===== src/rtl/tsio_pkg.sv =====
package tsio_pkg;

  typedef enum logic [1:0] {
    LANE_1    = 2'd0,
    LANE_4    = 2'd1,
    LANE_8    = 2'd2,
    LANE_FULL = 2'd3
  } laneMode_e;

  typedef enum logic [1:0] {
    ARM_STOP = 2'd0,
    ARM_FREE = 2'd1,
    ARM_EQ   = 2'd2,
    ARM_NE   = 2'd3
  } armMode_e;

  // strobes from control to datapath, one clock each
  typedef struct packed {
    logic      txCapture;  // word accepted from the thread
    logic      txLoad;     // first chunk goes to the pins
    logic      txShift;    // next chunk goes to the pins
    laneMode_e txMode;     // lane used by a load
    logic      armLoad;    // latch compare value and sense
    logic      rxSample;   // keep this clock's pin sample
    logic      rxFirst;    // sample is the first chunk of a word
    logic      rxComplete; // sample finishes a word
    laneMode_e rxMode;     // lane used for sampling
  } strobes_t;

endpackage


===== src/rtl/tsio_tick.sv =====
module tsio_tick #(
  parameter int TICK_W = 16
) (
  input  logic              clk,
  input  logic              rstN,
  output logic [TICK_W-1:0] tickNow,
  output logic [TICK_W-1:0] tickNext
);

  assign tickNext = tickNow + TICK_W'(1);

  always_ff @(posedge clk or negedge rstN) begin
    if (!rstN) tickNow <= '0;
    else       tickNow <= tickNext;
  end

endmodule


===== src/rtl/tsio_ctrl.sv =====
module tsio_ctrl
  import tsio_pkg::*;
#(
  parameter int PINS   = 32,
  parameter int TICK_W = 16
) (
  input  logic              clk,
  input  logic              rstN,
  input  laneMode_e         cfgWidth,
  input  logic              txValid,
  input  logic              txTimed,
  input  logic [TICK_W-1:0] txTime,
  output logic              txReady,
  input  logic [TICK_W-1:0] tickNext,
  input  logic              armValid,
  input  armMode_e          armMode,
  input  logic              condMatch,
  input  logic              rxReady,
  output logic              rxValid,
  output logic              rxOverrun,
  output strobes_t          strb
);

  localparam int CNT_W = $clog2(PINS);

  // index of the last chunk of a word for a lane mode
  function automatic logic [CNT_W-1:0] lastIdx(laneMode_e m);
    case (m)
      LANE_1:  lastIdx = CNT_W'(PINS - 1);
      LANE_4:  lastIdx = CNT_W'(PINS / 4 - 1);
      LANE_8:  lastIdx = CNT_W'(PINS / 8 - 1);
      default: lastIdx = '0;
    endcase
  endfunction

  logic              txWaiting;
  logic [CNT_W-1:0]  txLeft;
  logic [TICK_W-1:0] txTimeReg;
  laneMode_e         txModeReg;
  armMode_e          rxMode;
  logic              gateOpen;
  logic [CNT_W-1:0]  rxCount;

  logic      accept, fireNow, fireLate, sampleOk;
  laneMode_e loadMode;

  always_comb begin
    txReady  = !txWaiting && (txLeft == '0);
    accept   = txValid && txReady;
    loadMode = accept ? cfgWidth : txModeReg;
    fireNow  = accept && (!txTimed || (txTime == tickNext));
    fireLate = txWaiting && (txTimeReg == tickNext);
    sampleOk = !armValid && (rxMode != ARM_STOP) && (gateOpen || condMatch);

    strb            = '0;
    strb.txCapture  = accept;
    strb.txLoad     = fireNow || fireLate;
    strb.txShift    = !(fireNow || fireLate) && (txLeft != '0);
    strb.txMode     = loadMode;
    strb.armLoad    = armValid;
    strb.rxSample   = sampleOk;
    strb.rxFirst    = (rxCount == '0);
    strb.rxComplete = sampleOk && (rxCount == lastIdx(cfgWidth));
    strb.rxMode     = cfgWidth;
  end

  // output side: wait for the scheduled tick, then count chunks down
  always_ff @(posedge clk or negedge rstN) begin
    if (!rstN) begin
      txWaiting <= 1'b0;
      txLeft    <= '0;
      txTimeReg <= '0;
      txModeReg <= LANE_FULL;
    end else begin
      if (accept) begin
        txTimeReg <= txTime;
        txModeReg <= cfgWidth;
      end
      if (accept && !fireNow) txWaiting <= 1'b1;
      else if (fireLate)      txWaiting <= 1'b0;
      if (strb.txLoad)        txLeft <= lastIdx(loadMode);
      else if (strb.txShift)  txLeft <= txLeft - CNT_W'(1);
    end
  end

  // input side: gate, chunk count, valid and overrun
  always_ff @(posedge clk or negedge rstN) begin
    if (!rstN) begin
      rxMode    <= ARM_STOP;
      gateOpen  <= 1'b0;
      rxCount   <= '0;
      rxValid   <= 1'b0;
      rxOverrun <= 1'b0;
    end else if (armValid) begin
      rxMode    <= armMode;
      gateOpen  <= (armMode == ARM_FREE);
      rxCount   <= '0;
      rxValid   <= 1'b0;
      rxOverrun <= 1'b0;
    end else begin
      if (sampleOk) begin
        gateOpen <= 1'b1;
        rxCount  <= strb.rxComplete ? '0 : rxCount + CNT_W'(1);
      end
      if (strb.rxComplete) begin
        rxValid <= 1'b1;
        if (rxValid && !rxReady) rxOverrun <= 1'b1;
      end else if (rxValid && rxReady) begin
        rxValid <= 1'b0;
      end
    end
  end

endmodule


===== src/rtl/tsio_dpath.sv =====
module tsio_dpath
  import tsio_pkg::*;
#(
  parameter int PINS   = 32,
  parameter int TICK_W = 16
) (
  input  logic              clk,
  input  logic              rstN,
  input  strobes_t          strb,
  input  logic [PINS-1:0]   txData,
  input  armMode_e          armMode,
  input  logic [PINS-1:0]   armValue,
  input  logic [PINS-1:0]   pinsIn,
  input  logic [TICK_W-1:0] tickNow,
  output logic [PINS-1:0]   pinsOut,
  output logic [PINS-1:0]   rxData,
  output logic [TICK_W-1:0] rxStamp,
  output logic              condMatch
);

  function automatic int unsigned laneBits(laneMode_e m);
    case (m)
      LANE_1:  laneBits = 1;
      LANE_4:  laneBits = 4;
      LANE_8:  laneBits = 8;
      default: laneBits = PINS;
    endcase
  endfunction

  function automatic logic [PINS-1:0] laneMask(laneMode_e m);
    case (m)
      LANE_1:  laneMask = PINS'(1);
      LANE_4:  laneMask = PINS'(4'hF);
      LANE_8:  laneMask = PINS'(8'hFF);
      default: laneMask = '1;
    endcase
  endfunction

  logic [PINS-1:0]   holdWord, shiftWord, cmpValue, asmWord;
  logic [PINS-1:0]   srcWord, asmNext;
  laneMode_e         shiftMode;
  logic              cmpNe;
  logic [TICK_W-1:0] stampFirst;

  always_comb begin
    srcWord   = strb.txCapture ? txData : holdWord;
    asmNext   = (asmWord >> laneBits(strb.rxMode))
              | ((pinsIn & laneMask(strb.rxMode)) << (PINS - laneBits(strb.rxMode)));
    condMatch = cmpNe ? (pinsIn != cmpValue) : (pinsIn == cmpValue);
  end

  // output shifter
  always_ff @(posedge clk or negedge rstN) begin
    if (!rstN) begin
      holdWord  <= '0;
      shiftWord <= '0;
      shiftMode <= LANE_FULL;
      pinsOut   <= '0;
    end else begin
      if (strb.txCapture) holdWord <= txData;
      if (strb.txLoad) begin
        pinsOut   <= srcWord & laneMask(strb.txMode);
        shiftWord <= srcWord >> laneBits(strb.txMode);
        shiftMode <= strb.txMode;
      end else if (strb.txShift) begin
        pinsOut   <= shiftWord & laneMask(shiftMode);
        shiftWord <= shiftWord >> laneBits(shiftMode);
      end
    end
  end

  // input assembler, compare register and stamp
  always_ff @(posedge clk or negedge rstN) begin
    if (!rstN) begin
      cmpValue   <= '0;
      cmpNe      <= 1'b0;
      asmWord    <= '0;
      stampFirst <= '0;
      rxData     <= '0;
      rxStamp    <= '0;
    end else begin
      if (strb.armLoad) begin
        cmpValue <= armValue;
        cmpNe    <= (armMode == ARM_NE);
      end
      if (strb.rxSample) begin
        asmWord <= asmNext;
        if (strb.rxFirst) stampFirst <= tickNow;
      end
      if (strb.rxComplete) begin
        rxData  <= asmNext;
        rxStamp <= strb.rxFirst ? tickNow : stampFirst;
      end
    end
  end

endmodule


===== src/rtl/tsio_port.sv =====
module tsio_port
  import tsio_pkg::*;
#(
  parameter int PINS   = 32,
  parameter int TICK_W = 16
) (
  input  logic              clk,
  input  logic              rstN,
  input  logic [1:0]        cfgWidth,
  input  logic              txValid,
  output logic              txReady,
  input  logic [PINS-1:0]   txData,
  input  logic              txTimed,
  input  logic [TICK_W-1:0] txTime,
  output logic [PINS-1:0]   pinsOut,
  input  logic [PINS-1:0]   pinsIn,
  input  logic              armValid,
  input  logic [1:0]        armMode,
  input  logic [PINS-1:0]   armValue,
  output logic              rxValid,
  input  logic              rxReady,
  output logic [PINS-1:0]   rxData,
  output logic [TICK_W-1:0] rxStamp,
  output logic              rxOverrun,
  output logic [TICK_W-1:0] tickNow
);

  strobes_t          strb;
  logic [TICK_W-1:0] tickNext;
  logic              condMatch;

  tsio_tick #(.TICK_W(TICK_W)) i_tick (
    .clk      (clk),
    .rstN     (rstN),
    .tickNow  (tickNow),
    .tickNext (tickNext)
  );

  tsio_ctrl #(.PINS(PINS), .TICK_W(TICK_W)) i_ctrl (
    .clk       (clk),
    .rstN      (rstN),
    .cfgWidth  (laneMode_e'(cfgWidth)),
    .txValid   (txValid),
    .txTimed   (txTimed),
    .txTime    (txTime),
    .txReady   (txReady),
    .tickNext  (tickNext),
    .armValid  (armValid),
    .armMode   (armMode_e'(armMode)),
    .condMatch (condMatch),
    .rxReady   (rxReady),
    .rxValid   (rxValid),
    .rxOverrun (rxOverrun),
    .strb      (strb)
  );

  tsio_dpath #(.PINS(PINS), .TICK_W(TICK_W)) i_dpath (
    .clk       (clk),
    .rstN      (rstN),
    .strb      (strb),
    .txData    (txData),
    .armMode   (armMode_e'(armMode)),
    .armValue  (armValue),
    .pinsIn    (pinsIn),
    .tickNow   (tickNow),
    .pinsOut   (pinsOut),
    .rxData    (rxData),
    .rxStamp   (rxStamp),
    .condMatch (condMatch)
  );

endmodule


===== config.mk =====
export PLATFORM = sky130hd
export DESIGN_NAME = tsio_port
export DESIGN_NICKNAME = d
export VERILOG_FILES = /design/src/rtl/tsio_pkg.sv /design/src/rtl/tsio_tick.sv /design/src/rtl/tsio_ctrl.sv /design/src/rtl/tsio_dpath.sv /design/src/rtl/tsio_port.sv
export SDC_FILE = /design/constraint.sdc
export NUM_CORES = 1
export LEC_CHECK = 0
export BUFFER_PORTS_ARGS = -buffer_cell sky130_fd_sc_hd__buf_2
export CAP_MARGIN = 20
export CORE_MARGIN = 2
export CORE_UTILIZATION = 40
export DETAILED_ROUTE_END_ITERATION = 8
export PLACE_DENSITY = 0.66
export SLEW_MARGIN = 20
export SYNTH_ARGS = -nofsm -noshare
export SYNTH_HDL_FRONTEND = slang
export SYNTH_HIERARCHICAL = 1
export SYNTH_SLANG_ARGS = --single-unit

===== constraint.sdc =====
create_clock -name clk -period 7.7 [get_ports clk]
set_clock_uncertainty 0.05 [all_clocks]
set_input_delay 1.155 -clock clk [delete_from_list [all_inputs] [get_ports clk]]
set_output_delay 1.155 -clock clk [all_outputs]
set_load 0.005 [all_outputs]

==> flow_results.org <==
** Run status
- Run status :: finished, final reports clean

** Global routing
- Pin count of the biggest net entering global routing :: between 100 and 150
- First-pass GRT wire length :: 61.53 mm
- The total overflow left after global routing is 0.
- The initial antenna violation count is 0.
- Across every metal layer, demand over resource in global routing totals 21.20%.
- The number of global-route vias before repair was ~11,000.

** STA
- Across all setup checks in the final design, the least slack found is 2.948 ns.
- Unrepaired setup endpoints after global routing :: no
- Adding up every negative setup slack in the final design gives 0 ns.
- Slew at the pin with the worst max-slew slack :: 1.054 ns
- Final Slew Violations :: 0
- Final cycle utilization of the critical path :: 61.71%
- Final worst path period need :: 4.752 ns
- Relative max-transition margin :: between 20% and 30%
- Final-report hold violation count :: 0
- For this run, the top clock speed supported by timing is roughly 210 MHz.
- Total setup violations reported at the end of the flow :: 0

** Floorplanning
- The die covers 36,720 sq um.
- Overall die height :: 191.6 microns
- The floorplan has 68 rows.
- Measured along the x axis, the die boundary spans 191.6 microns.
- ~220 I/O pins were placed.
- Area of the core :: 34,630 sq um
- Once the floorplan was initialized, standard cells occupied 40.67% of the core.

** Place
- The congestion estimate from routability-driven global placement came to 0.9229.
- HPWL after detailed placement :: 27.28 mm
- Dpl cells :: 1,941
- DP Worst Slack :: 3.019 ns
- In this run the tool buffered the top-level ports with 220 buffer cells.

** Yosys
- Post-synthesis xor/xnor area fraction :: 5.349%
- Average footprint of a synthesized cell :: 10.43 sq um
- Synth Area in Compound Gates :: 14.86%
- Count of distinct cell types in the synthesized netlist :: 67
- The synthesized netlist devotes 12.95% of its cell area to simple gates.
- Number of warnings issued by yosys :: 6
- Most used flip-flop cell after synthesis :: sky130_fd_sc_hd__dfrtp_1
- Synthesized area :: 14,080 sq um
- In the synthesized netlist, the number of instances is around 1,400.
- Number of enable flip-flop cells after synthesis :: 0
- Synthesized netlist net count :: 1,478
- After synthesis, the largest family of logic cells by area is compound AO/OA/AOI/OAI gates.
- The portion of synthesized area spent on multiplexers is around an eighth.
- Sequential elements use just under 50% of the synthesized area.
- Number of synthesized register bits :: roughly 280
- Of the total synthesized cell area, the portion taken by full adders, half adders and majority gates is less than 1%.
- Ys async rst share :: 100.0%

** Worst setup path
- The worst setup path is launched from a flop.
- Of all nets on the critical path, the largest fanout is 49.
- The setup path with the least slack is of type flop to flop.
- Critical path data required time :: 8.12 ns
- Signal arrival time at the worst endpoint :: 5.17 ns
- The worst setup path is captured at a flop.

** Power
- Summed over all cells, the static leakage comes to 7.545 nW.
- Worst supply voltage drop on vdd :: 0.1563 mV
- Dividing total power by cell area gives a power density of roughly 240 nW/um^2.

** Detailed routing
- WL final :: 39.22 mm
- Vias :: 10,930
- Number of optimization iterations in the first detailed-route pass :: 6
- After the first detailed-routing iteration, the DRC count stood at about 930.
- After detailed routing, the number of vias per cell comes to roughly 5.5.
- Number of routed nets with antenna violations :: 0
- For this run, design rule violations remaining after detail routing come to 0.
- Dividing the detail-routed wire length by the instance count gives 19.64 microns.

** Final layout
- Leaving out fill and tap cells, the most frequent cell in the layout is sky130_fd_sc_hd__dfrtp_1.
- Number of nets at the end of the flow :: 1,647
- Across the whole layout, storage elements account for between 6000 and 7000 sq um.
- Post-route non-filler standard cell count :: 1,997
- Ratio of cells with drive above 1 in the final layout :: between 20% and 30%
- Area growth, synth to finish :: 16.66%
- Layout fillers :: 3,217
- Summing all multi-input logic gate instances after layout gives between 6000 and 7000 sq um.
- Antenna Cells :: 0
- Leaving out fill and tap cells, the most frequent cells in the layout are sky130_fd_sc_hd__dfrtp_1 (272), sky130_fd_sc_hd__buf_2 (219), sky130_fd_sc_hd__nor2_1 (187).

** CTS
- CTS saw 276 sinks.
- Buffers inserted during post-CTS setup optimization :: 0
- Counting the buffers created by CTS gives 30.
- CTS max path bufs :: 3
- CTS built an H-tree with a depth of 1.
- Root buffer selected by CTS :: sky130_fd_sc_hd__clkbuf_16
- Post-cts resize count :: 0
- TritonCTS built the clock tree.
- Worst skew pair latency :: 0.54 ns
- Clock transition at the registers of the reported paths :: 0.06 ns
- Cts-stage hold buffer count :: 0

** Worst hold path
- The path class of the tightest hold or removal check is flop to flop.

** Job
- Maximum capacitance violations :: 0
==> kinds of logic (layout without fill, tap and decap cells) <==
| kind of cell | Yosys count | in the layout |
|---|---|---|
| buffers and inverters | 118 | 310 |
| adder cells (fa/ha/maj) | 6 | 6 |
| flip-flops | 276 | 276 |
| XOR/XNOR | 86 | 86 |
| multiplexers | 161 | 161 |
| AO/OA/AOI/OAI | 300 | 300 |
| AND/OR/NAND/NOR | 403 | 403 |
==> where the power goes <==
part	internal [W]	switching, W	leakage [nW]
logic	0.000288	0.000348	3.48
clock network	0.000954	0.000582	0.531
registers	0.00165	0.000128	3.53
==> final timing paths <==
kind	startpoint	end	slack (ns)	depth (start not counted)
worst max-delay path	i_tick/tickNow[0]	i_dpath/pinsOut[19]	2.95	15
worst min-delay path	i_dpath/pinsOut[2]	i_dpath/pinsOut[2]	0.43	2
worst max register to register	i_tick/tickNow[0]	i_dpath/pinsOut[19]	2.95	15
worst min register to register	i_dpath/pinsOut[2]	i_dpath/pinsOut[2]	0.43	2
max in group asynchronous	rstN	i_dpath/holdWord[3]	5.36	2
min in group asynchronous	rstN	i_dpath/rxData[11]	0.64	1
==> worst max-delay path, cell delays in order (launching register included) <==
cell and delay (ns):
sky130_fd_sc_hd__dfrtp_1 0.43, sky130_fd_sc_hd__ha_1 0.23, sky130_fd_sc_hd__nand2_1 0.17, sky130_fd_sc_hd__nor3_1 0.26, sky130_fd_sc_hd__xor2_1 0.36, sky130_fd_sc_hd__xnor2_1 0.16, sky130_fd_sc_hd__nand4_1 0.12, sky130_fd_sc_hd__nor4_1 0.61
sky130_fd_sc_hd__a22oi_2 0.27, sky130_fd_sc_hd__inv_1 0.09, sky130_fd_sc_hd__buf_4 0.46, sky130_fd_sc_hd__nand2_1 0.17, sky130_fd_sc_hd__nor2_1 0.65, sky130_fd_sc_hd__buf_4 0.34, sky130_fd_sc_hd__a221oi_1 0.12, sky130_fd_sc_hd__nor2_1 0.16
==> metal layers <==
metal	wire length [microns]	GRT usage [%]
met1	17370	29.98
met2	18010	33.64
met3	2777	3.380
met4	1062	6.095
met5	0	0
==> stage by stage <==
stage	power [W]	utilization, %	hold WS, ns	area [sq um]
after CTS	0.003997	47.41	0.4386	16420
after global routing	0.004155	47.44	0.4663	16430
after floorplan	0.002131	-	0.4117	14080
final	0.003948	47.44	0.4324	16430
after detailed placement	0.002438	44.31	0.4124	15340
after global placement	0.002423	44.31	0.4068	15340
==> layout make-up <==
class | count | share of cell area, %
Sequential cell | 276 | 42.07
Clock inverter | 9 | 0.9292
Tap cell | 455 | 3.465
Timing Repair Buffer | 232 | 7.334
Multi-Input combinational cell | 956 | 40.03
Inverter | 23 | 0.5560
Clock buffer | 46 | 5.613
==> flip-flops by register name (all words and copies together) (netlist names), 2 cells and up <==
name,count
i_ctrl/rxCount,5
i_ctrl/rxMode,2
i_ctrl/txLeft,5
i_ctrl/txModeReg,2
i_ctrl/txTimeReg,16
i_dpath/asmWord,31
i_dpath/cmpValue,32
i_dpath/holdWord,32
i_dpath/pinsOut,32
i_dpath/rxData,32
i_dpath/rxStamp,16
i_dpath/shiftMode,2
i_dpath/shiftWord,32
i_dpath/stampFirst,16
i_tick/tickNow,16
==> cells in the mapped netlist (3+ instances only) <==
library cell | count | area [sq um]
sky130_fd_sc_hd__dfrtp_1 | 272 | 6807
sky130_fd_sc_hd__nor2_1 | 189 | 709.4
sky130_fd_sc_hd__a21oi_1 | 119 | 595.6
sky130_fd_sc_hd__nand2_1 | 115 | 431.7
sky130_fd_sc_hd__mux2i_1 | 76 | 760.7
sky130_fd_sc_hd__mux2_2 | 60 | 675.7
sky130_fd_sc_hd__xor2_1 | 45 | 394.1
sky130_fd_sc_hd__o21ai_0 | 43 | 215.2
sky130_fd_sc_hd__xnor2_1 | 41 | 359.1
sky130_fd_sc_hd__buf_2 | 38 | 190.2
sky130_fd_sc_hd__clkbuf_1 | 36 | 135.1
sky130_fd_sc_hd__a221oi_1 | 28 | 245.2
sky130_fd_sc_hd__nor2b_1 | 28 | 175.2
sky130_fd_sc_hd__mux2_4 | 25 | 375.4
sky130_fd_sc_hd__inv_1 | 21 | 78.83
sky130_fd_sc_hd__o211ai_1 | 20 | 150.1
sky130_fd_sc_hd__a221oi_2 | 19 | 285.3
sky130_fd_sc_hd__a22oi_1 | 13 | 97.59
sky130_fd_sc_hd__nand4_1 | 13 | 81.33
sky130_fd_sc_hd__nand3_1 | 10 | 50.05
sky130_fd_sc_hd__buf_4 | 9 | 67.56
sky130_fd_sc_hd__nor4_1 | 9 | 56.30
sky130_fd_sc_hd__nor3_1 | 7 | 35.03
sky130_fd_sc_hd__o32ai_1 | 7 | 61.31
sky130_fd_sc_hd__ha_1 | 6 | 75.07
sky130_fd_sc_hd__o22a_1 | 6 | 52.55
sky130_fd_sc_hd__a222oi_1 | 5 | 50.05
sky130_fd_sc_hd__a22o_1 | 5 | 43.79
sky130_fd_sc_hd__a31oi_1 | 5 | 31.28
sky130_fd_sc_hd__nand2b_1 | 5 | 31.28
sky130_fd_sc_hd__a211oi_1 | 4 | 30.03
sky130_fd_sc_hd__a32oi_1 | 4 | 35.03
sky130_fd_sc_hd__buf_1 | 4 | 15.01
sky130_fd_sc_hd__dfstp_2 | 4 | 105.1
sky130_fd_sc_hd__nor3b_1 | 4 | 30.03
sky130_fd_sc_hd__nor4_2 | 4 | 50.05
sky130_fd_sc_hd__o21a_1 | 4 | 30.03
sky130_fd_sc_hd__and2_1 | 3 | 18.77
sky130_fd_sc_hd__and2_4 | 3 | 26.28
sky130_fd_sc_hd__buf_12 | 3 | 60.06
sky130_fd_sc_hd__buf_6 | 3 | 33.78
sky130_fd_sc_hd__o22ai_1 | 3 | 18.77
sky130_fd_sc_hd__or2_2 | 3 | 18.77
(Power assumes the default switching activity.)
